**src/rtl/irq_steer_pkg.sv**
```systemverilog
// Shared constants of the interrupt pin router.
// Assumes a four-bit line field, which gives sixteen output lines.
package irq_steer_pkg;
    localparam int          CFG_W    = 8;
    localparam int          NUM_W    = 4;
    localparam int          LINES    = 1 << NUM_W;
    localparam int          OFF_BIT  = 7;
    localparam logic [7:0]  KEEP     = 8'h8F;
    localparam logic [7:0]  CFG_RST  = 8'h80;
endpackage

```
**src/rtl/irq_slot.sv**
```systemverilog
// One routing slot: the pin's register, its source counter and its line drive.
// Assumes raise/lower events are single-cycle pulses; the write and the events
// of one cycle are folded together so that the events come first.
module irq_slot
    import irq_steer_pkg::*;
#(
    parameter int           CNT_W  = 4,
    parameter logic [15:0]  LEGAL  = 16'hDEF8
) (
    input  logic             clk,
    input  logic             rst_n,
    input  logic             wr_en,
    input  logic [CFG_W-1:0] wr_data,
    input  logic             ev_up,
    input  logic             ev_down,
    output logic [CFG_W-1:0] cfg_q,
    output logic [LINES-1:0] drive,
    output logic             under_q
);
    localparam logic [CNT_W-1:0] CNT_MAX = {CNT_W{1'b1}};

    logic [CNT_W-1:0] cnt_q, cnt_plus, cnt_d;
    logic             under_c, valid;

    // Fold the raise event (saturating), then the lower event (floored at zero).
    always_comb begin
        cnt_plus = (ev_up && cnt_q != CNT_MAX) ? cnt_q + 1'b1 : cnt_q;
        under_c  = ev_down && (cnt_plus == '0);
        cnt_d    = (ev_down && !under_c) ? cnt_plus - 1'b1 : cnt_plus;
    end

    // Hold the count, the masked register and the underflow pulse.
    always_ff @(posedge clk) begin
        if (!rst_n) begin
            cnt_q   <= '0;
            cfg_q   <= CFG_RST;
            under_q <= 1'b0;
        end else begin
            cnt_q   <= cnt_d;
            under_q <= under_c;
            if (wr_en) cfg_q <= wr_data & KEEP;
        end
    end

    // Decode the line this slot drives, if any.
    always_comb begin
        valid = !cfg_q[OFF_BIT] && LEGAL[cfg_q[NUM_W-1:0]];
        drive = (valid && cnt_q != '0) ? (LINES'(1) << cfg_q[NUM_W-1:0]) : '0;
    end


    underflow_hold_chk: assert property (@(posedge clk) disable iff (!rst_n)
        (ev_down && !ev_up && cnt_q == '0) |=> (cnt_q == '0 && under_q));

    masked_store_chk: assert property (@(posedge clk) disable iff (!rst_n)
        wr_en |=> (cfg_q == ($past(wr_data) & KEEP)));

    same_write_chk: assert property (@(posedge clk) disable iff (!rst_n)
        (wr_en && ((wr_data & KEEP) == cfg_q)) |=> $stable(cfg_q));

    ceiling_chk: assert property (@(posedge clk) disable iff (!rst_n)
        (cnt_q == CNT_MAX && ev_up && !ev_down) |=> (cnt_q == CNT_MAX));

    count_step_chk: assert property (@(posedge clk) disable iff (!rst_n)
        (ev_up && !ev_down && cnt_q != CNT_MAX) |=> (cnt_q == $past(cnt_q) + 1'b1));
endmodule

```
**src/rtl/irq_merge.sv**
```systemverilog
// Merges the per-slot line drives into one vector by OR.
// Assumes every slot drives zero or one line.
module irq_merge #(
    parameter int SLOTS = 8,
    parameter int LINES = 16
) (
    input  logic [SLOTS-1:0][LINES-1:0] drv,
    output logic [LINES-1:0]            merged
);
    // OR all slot drives together.
    always_comb begin
        merged = '0;
        for (int s = 0; s < SLOTS; s++) merged = merged | drv[s];
    end
endmodule

```
**src/rtl/irq_steer.sv**
```systemverilog
// Top of the interrupt pin router: eight routing slots, a read mux and the line merge.
// Assumes a single register port; reads are combinational on the pin index.
module irq_steer
    import irq_steer_pkg::*;
#(
    parameter int           N_PINS     = 8,
    parameter int           CNT_W      = 4,
    parameter logic [15:0]  LEGAL_MASK = 16'hDEF8,
    localparam int          SEL_W      = $clog2(N_PINS)
) (
    input  logic              clk,
    input  logic              rst_n,
    input  logic              cfg_we,
    input  logic [SEL_W-1:0]  cfg_sel,
    input  logic [CFG_W-1:0]  cfg_wdata,
    output logic [CFG_W-1:0]  cfg_rdata,
    input  logic [N_PINS-1:0] src_up,
    input  logic [N_PINS-1:0] src_down,
    output logic [LINES-1:0]  irq_out,
    output logic              ovf_err
);
    logic [N_PINS-1:0][CFG_W-1:0] cfg_all;
    logic [N_PINS-1:0][LINES-1:0] drv_all;
    logic [N_PINS-1:0]            under_all;

    for (genvar i = 0; i < N_PINS; i++) begin : g_slot
        irq_slot #(.CNT_W(CNT_W), .LEGAL(LEGAL_MASK)) u_slot (
            .clk     (clk),
            .rst_n   (rst_n),
            .wr_en   (cfg_we && cfg_sel == SEL_W'(i)),
            .wr_data (cfg_wdata),
            .ev_up   (src_up[i]),
            .ev_down (src_down[i]),
            .cfg_q   (cfg_all[i]),
            .drive   (drv_all[i]),
            .under_q (under_all[i])
        );
    end

    irq_merge #(.SLOTS(N_PINS), .LINES(LINES)) u_merge (
        .drv    (drv_all),
        .merged (irq_out)
    );

    // Present the selected pin's register and the combined underflow flag.
    always_comb begin
        cfg_rdata = cfg_all[cfg_sel];
        ovf_err   = |under_all;
    end


    legal_line_chk: assert property (@(posedge clk) disable iff (!rst_n)
        (irq_out & ~LEGAL_MASK) == '0);

    reset_quiet_chk: assert property (@(posedge clk)
        !rst_n |=> (irq_out == '0 && !ovf_err));
endmodule

```
**config.mk**
```make
export PLATFORM = sky130hd
export DESIGN_NAME = irq_steer
export DESIGN_NICKNAME = d
export VERILOG_FILES = /design/src/rtl/irq_steer_pkg.sv /design/src/rtl/irq_slot.sv /design/src/rtl/irq_merge.sv /design/src/rtl/irq_steer.sv
export SDC_FILE = /design/constraint.sdc
export NUM_CORES = 1
export LEC_CHECK = 0
export BUFFER_PORTS_ARGS = -buffer_cell sky130_fd_sc_hd__buf_2
export CORE_MARGIN = 5
export CORE_UTILIZATION = 35
export DETAILED_ROUTE_END_ITERATION = 7
export PLACE_DENSITY_LB_ADDON = 0.1
export SETUP_SLACK_MARGIN = 0.5
export SKIP_LAST_GASP = 1
export SYNTH_ARGS = -nofsm -noshare
export SYNTH_HDL_FRONTEND = slang
export SYNTH_SLANG_ARGS = --single-unit
export TNS_END_PERCENT = 30
```
**constraint.sdc**
```tcl
create_clock -name clk -period 2 [get_ports clk]
set_input_delay 0.2 -clock clk [delete_from_list [all_inputs] [get_ports clk]]
set_output_delay 0.2 -clock clk [all_outputs]
set_load 0.005 [all_outputs]
```
==> impl_metrics.yaml, run 1 <==
run_status:
  status: "finished with violations"
  violations: "negative setup slack"
critical_path:
  cp.required_ns: 1.80
  cp-end-kind: "output pin"
  crit_type: "flip-flop to output pin"
  slowest_stage: "nor4b_4"
  cp_max_fo: 3
  critPathLaunchType: "flip-flop"
  rr_worst_depth: 10
  critical_path.max_stage_delay_ns: 0.41
  critical_path_arrival_ns: 2.15
  worst-path-buf-inv: 4
  crit_chain: "inv_2, ha_4, nor3b_4, buf_4, nor4b_4, buf_4, a32oi_2, nand4_1, buf_2"
  crit_path_frequent_cell: "buf_4"
  cp_top_family: "simple AND/OR/NAND/NOR gates"
  crit_cells: 9
logic_synthesis:
  synth_cell_types: 56
  yosys_warnings: 0
  synth_area_mm2: 0.00673
  synthCells: 812
  synthFlopType: "dfxtp_1"
  ys_seq_area_share_pct: 26.2
  ys_ff_latch: 88
  yosys-top-cells-area: "dfxtp_1, mux2i_1, ha_1"
  synth-async-reset-ratio_pct: 0
  synth_edf_count: 0
  syn_area_per_cell_um2: 8.28
  netlist.area_leader.share_pct: 26.2
  synth_top_area_cell: "dfxtp_1"
drt:
  wirelength_um: 25000
  drc: 0
  first_pass_iters: 7
  wl_per_cell_um: 19.7
  antenna_left: 0
  vias: 7225
  first_iter_violations: 451
  routed_via_density: 5.69
global_route:
  grt_pass1_vias: 7090
  track_usage_pct: 22.1
  grt_pass1_wl_um: 38700
  overflow: 0
  grt_max_degree: 50
  antenna_found_initial: 0
power:
  peakVddDrop_uv: 549
  power_density_mw_per_mm2: 733
  leakagePower_uw: 0.00403
cts:
  cts_max_level: 3
  cts_buffers: 9
  ctsLongestPathBuffers: 2
  hold_buffers: 0
  clk_latency_ns: 0.35
  cts_tree: "built"
  path_clk_slew_ns: 0.07
  cts.sinks: 88
  clock_tree.root_cell: "clkbuf_16"
floorplan:
  ioPinCount: 55
  die_h_um: 149
  die-area_mm2: 0.0221
  rows: 50
  initial_utilization_pct: 35.7
  fp.dieW_um: 149
  core_mm2: 0.0188
sta:
  worst_slew_pin_slew_ns: 0.801
  achievable-frequency_mhz: 425
  rsz0062_at_grt: "yes"
  period_share_pct: 118
  finClkSkew_ns: 0.00825
  hold_viol: 0
  hold_slack_ns: 0.148
  min_period_ns: 2.35
  relSlewSlack_pct: 46.1
  slew_viol_final: 0
  setup_viol: 20
  finalWorstSetupSlack_ns: -0.354
run:
  drv_cap: 0
placement:
  pre_cts_ws_ns: -0.302
  place_hpwl_um: 19200
  place_congestion: 1.00
  port_buffers: 48
finish:
  seqCellArea_mm2: 0.00180
  nFillCells: 1788
  num_antenna_cells: 0
  fin_nets: 1059
  area_growth_pct: 48.3
  drive_above_1_share_pct: 42.1
  multiInputGateArea_mm2: 0.00569
hold_path:
  min_path_type: "input port to flip-flop"
  hold_path_depth: 3
==> cell type report <==
class	count	area share, %
well taps	260	3.26
inverters	37	1.47
clock buffers	10	2.30
flip-flops and latches	88	18.1
clock inverters	6	0.452
repair buffers	224	17.4
multi-input cells	645	57.0
==> cells in the mapped netlist (2+ instances only) <==
| cell type | number |
|---|---|
| a2111oi_0 | 12 |
| a211oi_1 | 8 |
| a21oi_1 | 30 |
| a22oi_1 | 15 |
| a311o_1 | 8 |
| a31oi_1 | 18 |
| a32oi_1 | 11 |
| and2_1 | 3 |
| and3_1 | 10 |
| buf_2 | 10 |
| buf_4 | 4 |
| clkbuf_1 | 28 |
| dfxtp_1 | 88 |
| ha_1 | 24 |
| inv_1 | 37 |
| maj3_1 | 7 |
| mux2_2 | 13 |
| mux2i_1 | 64 |
| mux4_2 | 10 |
| nand2_1 | 76 |
| nand2b_1 | 41 |
| nand3_1 | 18 |
| nand3b_1 | 4 |
| nand4_1 | 19 |
| nand4b_1 | 9 |
| nor2_1 | 35 |
| nor2b_1 | 14 |
| nor3_1 | 38 |
| nor3b_1 | 31 |
| nor3b_2 | 3 |
| nor4_1 | 39 |
| nor4b_1 | 12 |
| nor4bb_1 | 2 |
| o211ai_1 | 8 |
| o21a_1 | 15 |
| o21ai_0 | 8 |
| o31ai_1 | 9 |
| or3_1 | 10 |
| or3b_2 | 2 |
| or4b_2 | 2 |
| xnor2_1 | 2 |
==> state kept, by name (all words and copies together) (netlist names), named ones only <==
signal	flops
g_slot.u_slot.under_q	8
g_slot.u_slot.cfg_q	40
g_slot.u_slot.cnt_q	32
==> report_power, final <==
part	switching, uW	total (uW)	internal [uW]
sequential	157	2130	1970
combinational	1730	3590	1860
clock	739	1590	847
==> metal layers <==
layer  vias up  wire, um  GRT usage (%)
met5         -         0              0
met4         0       802           8.36
met3        52      1250           4.36
met2       204     12000           37.8
met1      3493     11000           27.6
li1       3476         -              -
==> layout by cell type (no fill, tap or decap), types with 8 or more instances in the layout <==
cell type  synthesis  layout
nand4b_1           9       9
ha_1              24       9
mux4_2            10      10
mux2_2            13      11
nor4_1            39      20
o211ai_1           8       8
nor2_1            35      32
dfxtp_1           88      69
clkbuf_16          0       9
o21a_1            15      15
a2111oi_4          0      10
buf_2             10      42
buf_6              1      19
buf_4              4     157
nor2b_1           14      14
ha_4               0      11
mux2i_1           64      64
nor3b_1           31      22
a21oi_1           30      22
o31ai_1            9       9
dfxtp_2            0      13
nor4_2             0      12
nor3_2             0      13
a31oi_1           18      16
a22oi_1           15      11
nand2_1           76      76
or3_1             10      10
a211oi_1           8       8
o21ai_0            8       8
a311o_1            8       8
nand4_1           19      19
nand2b_1          41      40
nand3_2            0      13
inv_1             37      25
inv_2              0       9
a21oi_2            0       8
nor3_1            38      20
nor3b_4            0       9
a32oi_1           11       9
==> logic make-up after synthesis <==
| logic type | synth area share [%] |
|---|---|
| AOI/OAI and AO/OA | 15.4 |
| xor gates and xnor gates | 0.261 |
| adders and majority gates | 5.67 |
| buffers and inverters | 5.04 |
| DFF | 26.2 |
| muxes | 15.1 |
| other | 0.0558 |
| and+or+nand+nor | 32.3 |
==> what timing repair did <==
action	4_1_cts	5_1_grt
endpoints found under the setup margin	61	64
cloned	2	0
pin swaps	28	19
resized for setup	133	37
setup buffers	19	7
==> worst register-to-register path, cell delays in order (launching register included) <==
cell      delay (ns)
dfxtp_2         0.32
buf_4           0.13
buf_6           0.12
ha_4            0.17
nand3_2         0.12
a21oi_1         0.10
a31oi_2         0.20
ha_2            0.30
nand2b_4        0.13
a311o_1         0.27
o31ai_1         0.06
==> stage by stage <==
stage	instance area, um^2	cells	setup TNS [ns]	util [%]	power, uW
after global routing	9970	1270	-7.58	53.0	7740
after CTS	9670	1263	-5.10	51.3	7150
after global placement	8580	1226	-1.70	45.6	4780
after detailed placement	8580	1226	-1.63	45.6	4860
after floorplan	7060	814	0	-	3740
final	9970	1270	-4.90	53.0	7310
==> final timing paths <==
kind	from	end	slack (ns)
max	g_slot[3].u_slot.cnt_q[0]	irq_out[13]	-0.35
min	cfg_wdata[1]	g_slot[7].u_slot.cfg_q[1]	0.15
max reg2reg	g_slot[6].u_slot.cnt_q[0]	g_slot[6].u_slot.cnt_q[1]	-0.01
min reg2reg	g_slot[4].u_slot.cfg_q[7]	g_slot[4].u_slot.cfg_q[7]	0.49
No activity file was read; power rests on OpenSTA's default activity.
==> run 2: changes to the inputs <==
- CELL_PAD_IN_SITES_DETAIL_PLACEMENT: unset -> 1
- CELL_PAD_IN_SITES_GLOBAL_PLACEMENT: unset -> 2
- CORE_UTILIZATION: 35 -> 33
==> run 2 against run 1 <==
The flow still finishes with violations (negative setup slack); setup slack worse by 0.13 ns; first-iteration DRC count down 27%; clock power up 9%; non-clock buffer count up 17; utilization down 3.5 points; wire length up 18%; worst hold slack worse by 0.0017 ns; maximum frequency down 5.4%; die area up 5.6%; power up 3.7%; sequential power about the same; critical path type unchanged.
==> impl_metrics.yaml, run 2 (synthesis gave the netlist of run 1 again) <==
run_status:
  status: "finished with violations"
  violations: "negative setup slack"
cts:
  cts_buffers: 9
  cts.sinks: 88
  ctsLongestPathBuffers: 2
  hold_buffers: 0
  clk_latency_ns: 0.35
  path_clk_slew_ns: 0.07
  cts_tree: "built"
  clock_tree.root_cell: "clkbuf_16"
  cts_max_level: 3
floorplan:
  die_h_um: 153
  core_mm2: 0.0202
  fp.dieW_um: 153
  rows: 52
  ioPinCount: 55
  initial_utilization_pct: 33.3
  die-area_mm2: 0.0233
power:
  fin_total_pwr_uw: 7580
  leakagePower_uw: 0.00408
  power_density_mw_per_mm2: 759
  peakVddDrop_uv: 435
finish:
  layout_common_cells: "buf_4, nand2_1, dfxtp_1, mux2i_1, buf_2"
  drive_above_1_share_pct: 42.4
  largest_register: "g_slot.u_slot.cfg_q"
  area_growth_pct: 48.4
  largest_reg_flops: 40
  fin_nets: 1076
  final_common_cell: "buf_4"
  fin_cells: 1298
  reg_top3: "g_slot.u_slot.cfg_q (40), g_slot.u_slot.cnt_q (32), g_slot.u_slot.under_q (8)"
critical_path:
  critPathLaunchType: "flip-flop"
  cp-end-kind: "output pin"
  critical_path.max_stage_delay_ns: 0.45
  cp_max_fo: 5
  critical_path_arrival_ns: 2.29
  crit_chain: "inv_2, ha_4, nor3b_4, buf_6, buf_6, buf_4, nor4_1, a2111oi_2, buf_4, nand3_2, buf_2"
  rr_worst_depth: 10
  cp.required_ns: 1.80
  crit_type: "flip-flop to output pin"
  slowest_stage: "nor4_1"
sta:
  achievable-frequency_mhz: 402
  hold_viol: 0
  worst_slew_pin_slew_ns: 0.737
  setup_viol: 24
  period_share_pct: 124
  relSlewSlack_pct: 50.4
  rsz0062_at_grt: "yes"
  min_period_ns: 2.49
  slew_viol_final: 0
  finalSetupTns_ns: -6.64
  finalWorstSetupSlack_ns: -0.489
  finClkSkew_ns: 0.00572
drt:
  wl_per_cell_um: 22.8
  wirelength_um: 29600
  antenna_left: 0
  routed_via_density: 5.80
  first_pass_iters: 4
  vias: 7530
  first_iter_violations: 329
  drc: 0
placement:
  place_hpwl_um: 22700
  place_congestion: 0.963
  pre_cts_ws_ns: -0.399
  port_buffers: 48
  dp.cells: 1248
global_route:
  grt_max_degree: 50
  grt_pass1_wl_um: 44300
  antenna_found_initial: 3
  overflow: 0
  grt_pass1_vias: 7945
  track_usage_pct: 23.8
run:
  drv_cap: 0
hold_path:
  min_path_type: "input port to flip-flop"
  hold_path_depth: 3
## run 2: changes by cell type in the layout (fill, tap and decap cells not counted), moves of 4 or more
cell,delta
a32oi_1,-4
buf_4,+15
nor3_4,+4
nor4_1,+9
buf_6,-5
buf_2,+8
nor4_2,-6
## run 2: critical path, delay by kind of cell (launching register included)
family,cells,cell delay [ns]
AOI/OAI and AO/OA,1,0.07
adders and majority gates,1,0.14
buffers and inverters,6,0.73
DFF,1,0.34
and+or+nand+nor,3,0.65
## run 2: final timing paths
kind | endpoint | startpoint | slack [ns]
setup / recovery | irq_out[11] | g_slot[7].u_slot.cnt_q[1] | -0.49
hold / removal | g_slot[3].u_slot.under_q | src_down[3] | 0.15
setup reg to reg | g_slot[2].u_slot.cnt_q[1] | g_slot[2].u_slot.cnt_q[0] | -0.10
hold reg to reg | g_slot[4].u_slot.cfg_q[7] | g_slot[4].u_slot.cfg_q[7] | 0.56
## run 2: layout make-up
class	instances	area (um^2)
inverters	37	146
repair buffers	241	1800
well taps	270	338
diodes	1	2.50
fillers	2324	10200
clock buffers	10	250
clock inverters	6	50.0
multi-input cells	645	5590
flip-flops and latches	88	1790
## run 2: routing by layer
metal | track usage [%] | wire, um
met5 | 0 | 14
met3 | 4.43 | 1270
met4 | 10.4 | 1240
met1 | 27.7 | 12300
met2 | 42.7 | 14800
## run 2: where the power goes
part / switching [uW] / internal (uW)
logic: 1860 / 1860
registers: 153 / 1970
clock network: 793 / 936
total: 2810 / 4770
## run 2: timing repair
item	CTS	global route
pin swaps	27	16
cloned	1	1
resized for setup	99	48
buffers inserted	15	16
endpoints found under the setup margin	62	66
## run 2: stage by stage
step / hold slack [ns] / cell area [um^2] / utilization (%)
2_1_floorplan: 0.344 / 7060 / -
3_5_place_dp: 0.516 / 8680 / 43.0
3_3_place_gp: 0.498 / 8680 / 43.0
6_report: 0.147 / 9980 / 49.5
4_1_cts: 0.133 / 9540 / 47.3
5_1_grt: 0.145 / 9980 / 49.5
